File: src/rtl/mwt_pkg.sv
package mwt_pkg;

   localparam int unsigned TW   = 5;   // holds the largest wait (17)
   localparam int unsigned NWIN = 3;   // ROM windows in the control word

   typedef struct packed {
      logic [TW-1:0] ns16;
      logic [TW-1:0] s16;
      logic [TW-1:0] ns32;
      logic [TW-1:0] s32;
   } tim_t;

   function automatic tim_t mk_tim(input int unsigned a, input int unsigned b,
                                   input int unsigned c, input int unsigned d);
      tim_t t;
      t.ns16 = TW'(a);
      t.s16  = TW'(b);
      t.ns32 = TW'(c);
      t.s32  = TW'(d);
      return t;
   endfunction

   // two-bit code to wait: 4, 3, 2, 8
   function automatic logic [TW-1:0] code_wait(input logic [1:0] c);
      case (c)
         2'd0:    return TW'(4);
         2'd1:    return TW'(3);
         2'd2:    return TW'(2);
         default: return TW'(8);
      endcase
   endfunction

   // slow sequential wait per window: 2, 4, 8
   function automatic logic [TW-1:0] slow_seq(input int unsigned w);
      return TW'(2 << w);
   endfunction

   function automatic tim_t boot_win(input int unsigned w);
      case (w)
         0:       return mk_tim(4, 2, 7, 5);
         1:       return mk_tim(4, 4, 9, 9);
         default: return mk_tim(4, 8, 13, 17);
      endcase
   endfunction

endpackage

File: src/rtl/mwt_cfg_bank.sv
module mwt_cfg_bank
   import mwt_pkg::*;
(
   input  logic                  clk,
   input  logic                  rst_n,
   input  logic                  cfg_we,
   input  logic [15:0]           cfg_wdata,
   output tim_t [NWIN-1:0]       win_tim,
   output tim_t                  sram_tim,
   output logic                  mirror_live,
   output logic                  pf_en
);

   logic [15:0] cfg_q;
   logic        loaded_q;

   always_ff @(posedge clk or negedge rst_n) begin
      if (!rst_n) begin
         cfg_q    <= '0;
         loaded_q <= 1'b0;
      end else if (cfg_we) begin
         cfg_q    <= cfg_wdata;
         loaded_q <= 1'b1;
      end
   end

   for (genvar w = 0; w < NWIN; w++) begin : g_win
      localparam int unsigned NS_LO  = 2 + 3 * w;
      localparam int unsigned SEQ_BT = 4 + 3 * w;
      logic [TW-1:0] ns16, s16, d32;
      tim_t          live;
      always_comb begin
         ns16      = code_wait(cfg_q[NS_LO +: 2]);
         s16       = cfg_q[SEQ_BT] ? TW'(1) : slow_seq(w);
         d32       = TW'({s16, 1'b1});
         live.ns16 = ns16;
         live.s16  = s16;
         live.ns32 = d32;
         live.s32  = d32;
      end
      assign win_tim[w] = loaded_q ? live : boot_win(w);
   end

   logic [TW-1:0] sv, sv32;
   always_comb begin
      sv   = code_wait(cfg_q[1:0]);
      sv32 = TW'({sv, 1'b1});
      if (loaded_q) begin
         sram_tim.ns16 = sv;
         sram_tim.s16  = sv;
         sram_tim.ns32 = sv32;
         sram_tim.s32  = sv32;
      end else begin
         sram_tim = mk_tim(4, 4, 9, 9);
      end
   end

   assign mirror_live = loaded_q;
   assign pf_en       = loaded_q & cfg_q[14];

   // the stored word changes only through a write
   assert_cfg_hold_R12: assert property (@(posedge clk) disable iff (!rst_n)
      !cfg_we |=> $stable(cfg_q));

endmodule

File: src/rtl/mwt_lookup.sv
module mwt_lookup
   import mwt_pkg::*;
#(
   parameter int unsigned REGION_W = 8
) (
   input  logic [REGION_W-1:0] region,
   input  logic                wide,
   input  logic                seq,
   input  logic                fetch,
   input  tim_t [NWIN-1:0]     win_tim,
   input  tim_t                sram_tim,
   input  logic                mirror_live,
   input  logic                pf_en,
   output logic [TW-1:0]       wait_o,
   output logic [TW-1:0]       ns32_o,
   output logic [TW-1:0]       s32_o
);

   logic far;
   if (REGION_W > 4) begin : g_far
      assign far = |region[REGION_W-1:4];
   end else begin : g_near
      assign far = 1'b0;
   end

   tim_t          t;
   logic          rom;
   logic [TW-1:0] pick;

   always_comb begin
      t   = '0;
      rom = 1'b0;
      if (!far) begin
         case (region[3:0])
            4'd2:        t = mk_tim(2, 2, 5, 5);
            4'd8, 4'd9:  begin t = win_tim[0]; rom = 1'b1; end
            4'd10, 4'd11: begin t = win_tim[1]; rom = 1'b1; end
            4'd12, 4'd13: begin t = win_tim[2]; rom = 1'b1; end
            4'd14:       t = sram_tim;
            4'd15:       t = mirror_live ? sram_tim : '0;
            default:     t = '0;
         endcase
      end
      if (wide) pick = seq ? t.s32 : t.ns32;
      else      pick = seq ? t.s16 : t.ns16;
      wait_o = (fetch && rom && pf_en) ? '0 : pick;
      ns32_o = t.ns32;
      s32_o  = t.s32;
   end

endmodule

File: src/rtl/mwt_stall_seq.sv
module mwt_stall_seq #(
   parameter int unsigned W = 5
) (
   input  logic         clk,
   input  logic         rst_n,
   input  logic         accept_i,
   input  logic [W-1:0] len_i,
   output logic         stall_o,
   output logic         ack_o,
   output logic         ready_o
);

   typedef enum logic [1:0] {S_IDLE, S_STALL, S_ACK} st_t;
   st_t          st_q;
   logic [W-1:0] cnt_q;

   always_ff @(posedge clk or negedge rst_n) begin
      if (!rst_n) begin
         st_q  <= S_IDLE;
         cnt_q <= '0;
      end else begin
         case (st_q)
            S_IDLE:
               if (accept_i) begin
                  cnt_q <= len_i;
                  st_q  <= (len_i == '0) ? S_ACK : S_STALL;
               end
            S_STALL: begin
               cnt_q <= cnt_q - 1'b1;
               if (cnt_q == W'(1)) st_q <= S_ACK;
            end
            default: st_q <= S_IDLE;
         endcase
      end
   end

   assign stall_o = (st_q == S_STALL);
   assign ack_o   = (st_q == S_ACK);
   assign ready_o = (st_q == S_IDLE);

   // checker: measure the stall run against the accepted length
   logic [W-1:0] len_q, run_q;
   always_ff @(posedge clk or negedge rst_n) begin
      if (!rst_n) begin
         len_q <= '0;
         run_q <= '0;
      end else if (accept_i) begin
         len_q <= len_i;
         run_q <= '0;
      end else if (stall_o) begin
         run_q <= run_q + 1'b1;
      end
   end

   // stall lasts exactly the wait count
   assert_stall_len_R11: assert property (@(posedge clk) disable iff (!rst_n)
      ack_o |-> (run_q == len_q));
   // acknowledge is a single pulse
   assert_ack_pulse_R11: assert property (@(posedge clk) disable iff (!rst_n)
      ack_o |=> !ack_o);
   // no acceptance while busy
   assert_busy_R11: assert property (@(posedge clk) disable iff (!rst_n)
      (stall_o || ack_o) |-> !ready_o);

endmodule

File: src/rtl/mem_wait_timer.sv
module mem_wait_timer
   import mwt_pkg::*;
#(
   parameter int unsigned REGION_W = 8,
   parameter int unsigned BEAT_W   = 8,
   parameter int unsigned WAIT_W   = 5,
   localparam int unsigned ACC_W   = WAIT_W + 1,
   localparam int unsigned BURST_W = WAIT_W + BEAT_W + 1
) (
   input  logic                clk,
   input  logic                rst_n,
   input  logic                cfg_we,
   input  logic [15:0]         cfg_wdata,
   input  logic                req_valid,
   input  logic [REGION_W-1:0] req_region,
   input  logic                req_wide,
   input  logic                req_seq,
   input  logic                req_fetch,
   input  logic                req_write,
   input  logic [BEAT_W-1:0]   req_beats,
   output logic                req_ready,
   output logic                stall,
   output logic                ack,
   output logic [WAIT_W-1:0]   wait_cycles,
   output logic [ACC_W-1:0]    access_cycles,
   output logic [BURST_W-1:0]  burst_cycles
);

   if (WAIT_W < TW) begin : g_bad_wait
      $error("WAIT_W too narrow for the largest wait");
   end
   if (REGION_W < 4) begin : g_bad_region
      $error("REGION_W must cover 16 regions");
   end
   if (BEAT_W < 1) begin : g_bad_beat
      $error("BEAT_W must be at least 1");
   end

   tim_t [NWIN-1:0] win_tim;
   tim_t            sram_tim;
   logic            mirror_live, pf_en;

   mwt_cfg_bank u_cfg (
      .clk(clk), .rst_n(rst_n), .cfg_we(cfg_we), .cfg_wdata(cfg_wdata),
      .win_tim(win_tim), .sram_tim(sram_tim),
      .mirror_live(mirror_live), .pf_en(pf_en)
   );

   logic [TW-1:0] w_raw, ns32, s32;

   mwt_lookup #(.REGION_W(REGION_W)) u_look (
      .region(req_region), .wide(req_wide), .seq(req_seq), .fetch(req_fetch),
      .win_tim(win_tim), .sram_tim(sram_tim), .mirror_live(mirror_live),
      .pf_en(pf_en), .wait_o(w_raw), .ns32_o(ns32), .s32_o(s32)
   );

   logic [WAIT_W-1:0]  w_ext;
   logic [ACC_W-1:0]   acc_d;
   logic [BURST_W-1:0] burst_d, first_b, step_b, rest_n;

   always_comb begin
      w_ext   = WAIT_W'(w_raw);
      acc_d   = ACC_W'(w_ext) + (req_write ? ACC_W'(1) : ACC_W'(2));
      first_b = BURST_W'(ns32) + BURST_W'(1);
      step_b  = BURST_W'(s32) + BURST_W'(1);
      rest_n  = BURST_W'(req_beats) - BURST_W'(1);
      burst_d = (req_beats == '0) ? '0 : first_b + rest_n * step_b;
   end

   logic accept;
   assign accept = req_valid & req_ready;

   always_ff @(posedge clk or negedge rst_n) begin
      if (!rst_n) begin
         wait_cycles   <= '0;
         access_cycles <= '0;
         burst_cycles  <= '0;
      end else if (accept) begin
         wait_cycles   <= w_ext;
         access_cycles <= acc_d;
         burst_cycles  <= burst_d;
      end
   end

   mwt_stall_seq #(.W(WAIT_W)) u_seq (
      .clk(clk), .rst_n(rst_n), .accept_i(accept), .len_i(w_ext),
      .stall_o(stall), .ack_o(ack), .ready_o(req_ready)
   );

   logic rom_rg, far_rg;
   assign rom_rg = (req_region >= REGION_W'(8)) && (req_region <= REGION_W'(13));
   assign far_rg = (req_region >= REGION_W'(16));

   // prefetch-hidden ROM fetch completes without stalling
   assert_prefetch_zero_R7: assert property (@(posedge clk) disable iff (!rst_n)
      (accept && req_fetch && pf_en && rom_rg) |=> (ack && !stall));
   // regions past the map complete without stalling
   assert_far_zero_R8: assert property (@(posedge clk) disable iff (!rst_n)
      (accept && far_rg) |=> (ack && !stall));

endmodule

File: config.mk
export PLATFORM = sky130hd
export DESIGN_NAME = mem_wait_timer
export DESIGN_NICKNAME = d
export VERILOG_FILES = /design/src/rtl/mwt_pkg.sv /design/src/rtl/mwt_cfg_bank.sv /design/src/rtl/mwt_lookup.sv /design/src/rtl/mwt_stall_seq.sv /design/src/rtl/mem_wait_timer.sv
export SDC_FILE = /design/constraint.sdc
export NUM_CORES = 1
export LEC_CHECK = 0
export BUFFER_PORTS_ARGS = -buffer_cell sky130_fd_sc_hd__buf_2
export CORE_MARGIN = 3
export CORE_UTILIZATION = 40
export DETAILED_ROUTE_END_ITERATION = 8
export PLACE_DENSITY_LB_ADDON = 0.15
export RECOVER_POWER = 100
export SYNTH_ARGS = -nofsm -noshare
export SYNTH_HDL_FRONTEND = slang
export SYNTH_SLANG_ARGS = --single-unit
File: constraint.sdc
create_clock -name clk -period 11.7 [get_ports clk]
set_input_delay 2.34 -clock clk [delete_from_list [all_inputs] [get_ports clk]]
set_output_delay 2.34 -clock clk [all_outputs]
set_load 0.03 [all_outputs]
==> impl_metrics.csv <==
group,metric,value,unit
synth,ys_types,66,
clocking,postCtsSetupRepairBufs,0,
timing,setup_viol,0,
synth,postSynthCellCount,590,
clocking,cts_root_buffer,"clkbuf_16",
timing,hold_slack,0.477,ns
timing,worst_slew_pin_slew,2.47,ns
critical_path,path_buf_inv,5,
critical_path,crit_chain,"clkbuf_1, mux4_2, nor3b_1, ha_1, xnor2_1, nor2_1, fa_1, inv_1, fa_1, inv_1, fa_1, inv_1, fa_1, inv_1, ha_1, nand3_1, o211ai_1, o41ai_1, o21a_1, or4b_2, nand3_1",
clocking,clk_pin_slew_worst_paths,0.07,ns
power_and_ir_drop,p_per_area,111,nW/µm²
timing,clock_skew,0.00462,ns
synth,ys_seq_elements,45,
critical_path,start_kind,"input pin",
final_layout,utilization,0.463,
drt,viasPerCell,5.10,
global_route,grt_overflow,0,
floorplanning,core_area,12200,µm²
timing,rsz0062_at_grt,"false",
timing,max_freq,113,MHz
synth,ys_dominant_reg_cell,"dfrtp_1",
synth,syn-cell-area,5080,µm²
clocking,cts_tree,"yes",
global_route,grt_pass1_vias,4129,
final_layout,layout_commonest_cell,"inv_1",
synth,syn_nets,724,
critical_path,r2r_start,"u_cfg.mirror_live",
drt,drtIter0Drc,280,
clocking,ctsHoldBuffers,0,
global_route,gr-usage-all-layers,0.171,
critical_path,rr_worst_depth,21,
final_layout,drive_gt1_frac,0.101,
global_route,antenna_found_initial,0,
critical_path,endpoint_kind,"flop",
floorplanning,dieArea,14100,µm²
power_and_ir_drop,p_sw_frac,0.426,
worst_hold_path,hold_path.class,"reg -> reg",
critical_path,timing.rr.end,"burst_cycles[13]",
critical_path,cp_top_family,"adder cells",
worst_hold_path,hold_start,"burst_cycles[11]",
final_layout,fin_area,5650,µm²
timing,fin_crit_sh,0.758,
power_and_ir_drop,ir_drop,0.0730,mV
timing,slew_violations,46,
floorplanning,die_height,119,µm
synth,seq_area_frac_synth,0.221,
flow_run,max_cap_viol_count,1,
drt,post_drt_wl_per_cell,14.2,µm
clocking,cts_made_buffers,5,
critical_path,crit_cells,21,
final_layout,fin_cells,813,
power_and_ir_drop,power.switching,267,µW
critical_path,critPathMaxFanout,24,
clocking,clock_latency,0.30,ns
power_and_ir_drop,p_comb_frac,0.404,
placement,placed_cells,805,
drt,drt_wl_total,11500,µm
timing,slew-limit-headroom,-0.644,
synth,synth_top_area_share,0.221,
floorplanning,std_cell_rows,40,
final_layout,num_antenna_cells,0,
critical_path,cp_data_required_time,11.94,ns
timing,tns,0,ns
synth,yosysTopAreaCell,"dfrtp_1",
global_route,grt_pass1_wl,19900,µm
synth,synth_area_leaders,"dfrtp_1, fa_1, ha_1",
run_status,violations,"capacitance limit, slew limit",
synth,postSynth.asyncResetShare,1.00,
power_and_ir_drop,p_int,359,µW
worst_hold_path,hold_end,"burst_cycles[11]",
placement,numPortBuffers,63,
power_and_ir_drop,pwr-share-seq,0.360,
final_layout,syn_to_final_growth,11.1,%
drt,routed-via-count,4149,
power_and_ir_drop,p_clk_frac,0.236,
drt,ant_nets,0,
timing,period_minus_slack,8.87,ns
critical_path,critPathKind,"in -> reg",
floorplanning,die_w,119,µm
clocking,clk_path_buf_depth,2,
final_layout,fin_nets,778,
drt,first_pass_iters,5,
worst_hold_path,hold_path_depth,2,
run_status,status,"finished with violations",
global_route,grt_max_degree,46,
critical_path,slowest_delay,0.78,ns
power_and_ir_drop,leakagePower,0.00282,µW
placement,place_congestion,0.888,
floorplanning,io-pin-count,68,
placement,dpl-instance-area,5550,µm²
timing,finalHoldViolCount,0,
floorplanning,start_util,0.416,
critical_path,critPathArrivalTime,9.10,ns
clocking,numClockSinks,45,
synth,yosysWarnings,0,
placement,dp_hpwl,9310,µm
clocking,htree_levels,2,
drt,drc,0,
synth,synth_edf_count,0,
critical_path,cp_slowest_cell,"xnor2_1",
final_layout,final_cell_mix,"inv_1, nor2_1, ha_1, nand2_1, dfrtp_1",
clocking,cts_resized,0,
critical_path,crit_path_start,"req_region[1]",
synth,syn_area_per_cell,8.62,µm²
critical_path,rrSetupSlack,5.09,ns
==> flip-flops by register name, summed over array words and instances, names as in the netlist <==
signal	flops
access_cycles	6
burst_cycles	14
u_cfg.cfg_q	12
u_cfg.mirror_live	1
u_seq.cnt_q	5
u_seq.st_q	2
wait_cycles	5
==> routing by layer <==
| metal | wire length, µm | GRT usage | share of wire | up-vias |
|---|---|---|---|---|
| li1 | - | - | - | 2065 |
| met1 | 5930 | 0.249 | 0.51 | 1981 |
| met2 | 5010 | 0.269 | 0.43 | 96 |
| met3 | 515 | 0.0292 | 0.045 | 7 |
| met4 | 85 | 0.0311 | 0.0074 | 0 |
| met5 | 0 | 0 | 0 | - |
==> synth_stat cells, types with 10 or more instances <==
| library cell | instances |
|---|---|
| a21oi_1 | 22 |
| nand2b_1 | 11 |
| dfrtp_1 | 45 |
| ha_1 | 54 |
| nor2_1 | 63 |
| o21ai_0 | 24 |
| inv_1 | 97 |
| clkbuf_1 | 13 |
| or2_2 | 10 |
| xnor2_1 | 16 |
| nand2_1 | 46 |
| nor2b_1 | 13 |
| nand3_1 | 13 |
| fa_1 | 40 |
==> kinds of logic after synthesis <==
logic type | count (synthesis) | synth area share
simple gates | 198 | 0.193
buf+inv | 117 | 0.0891
compound gates | 103 | 0.139
fa+ha+maj | 94 | 0.290
flops | 45 | 0.221
xor+xnor | 21 | 0.0362
mux | 11 | 0.0300
other cells | 1 | 0.000737
==> final cells by class <==
| cell class | instances | area, µm² |
|---|---|---|
| sequential | 45 | 1130 |
| clock buffer | 5 | 125 |
| timing repair buffer | 67 | 299 |
| inverter | 97 | 364 |
| multi-input combinational | 428 | 3500 |
| clock inverter | 3 | 25.0 |
| fill | 1269 | 6560 |
| tap | 168 | 210 |
==> worst max-delay path by stage <==
stage	end
floorplan	burst_cycles[13]
global placement	burst_cycles[13]
detailed placement	burst_cycles[13]
CTS	burst_cycles[13]
global route	burst_cycles[13]
finish	burst_cycles[13]
==> power groups by stage <==
stage / Clock, µW / Sequential (µW) / Combinational [µW]
2_1_floorplan: 0 / 265 / 146
3_3_place_gp: 0 / 226 / 257
3_5_place_dp: 0 / 228 / 263
4_1_cts: 153 / 225 / 265
5_1_grt: 159 / 232 / 283
6_report: 147 / 225 / 253
==> per-stage QoR <==
stage	setup WS (ns)	total power [µW]
after floorplan	3.60	411
after global placement	3.07	483
after detailed placement	3.04	491
after CTS	3.31	642
after global routing	2.47	674
final	2.83	626
==> worst min-delay path, cell delays in order, from the launching register on <==
cell	delay, ns
dfrtp_1	0.34
nand2_1	0.04
o21ai_0	0.06
Power figures use the tool's default switching activity.
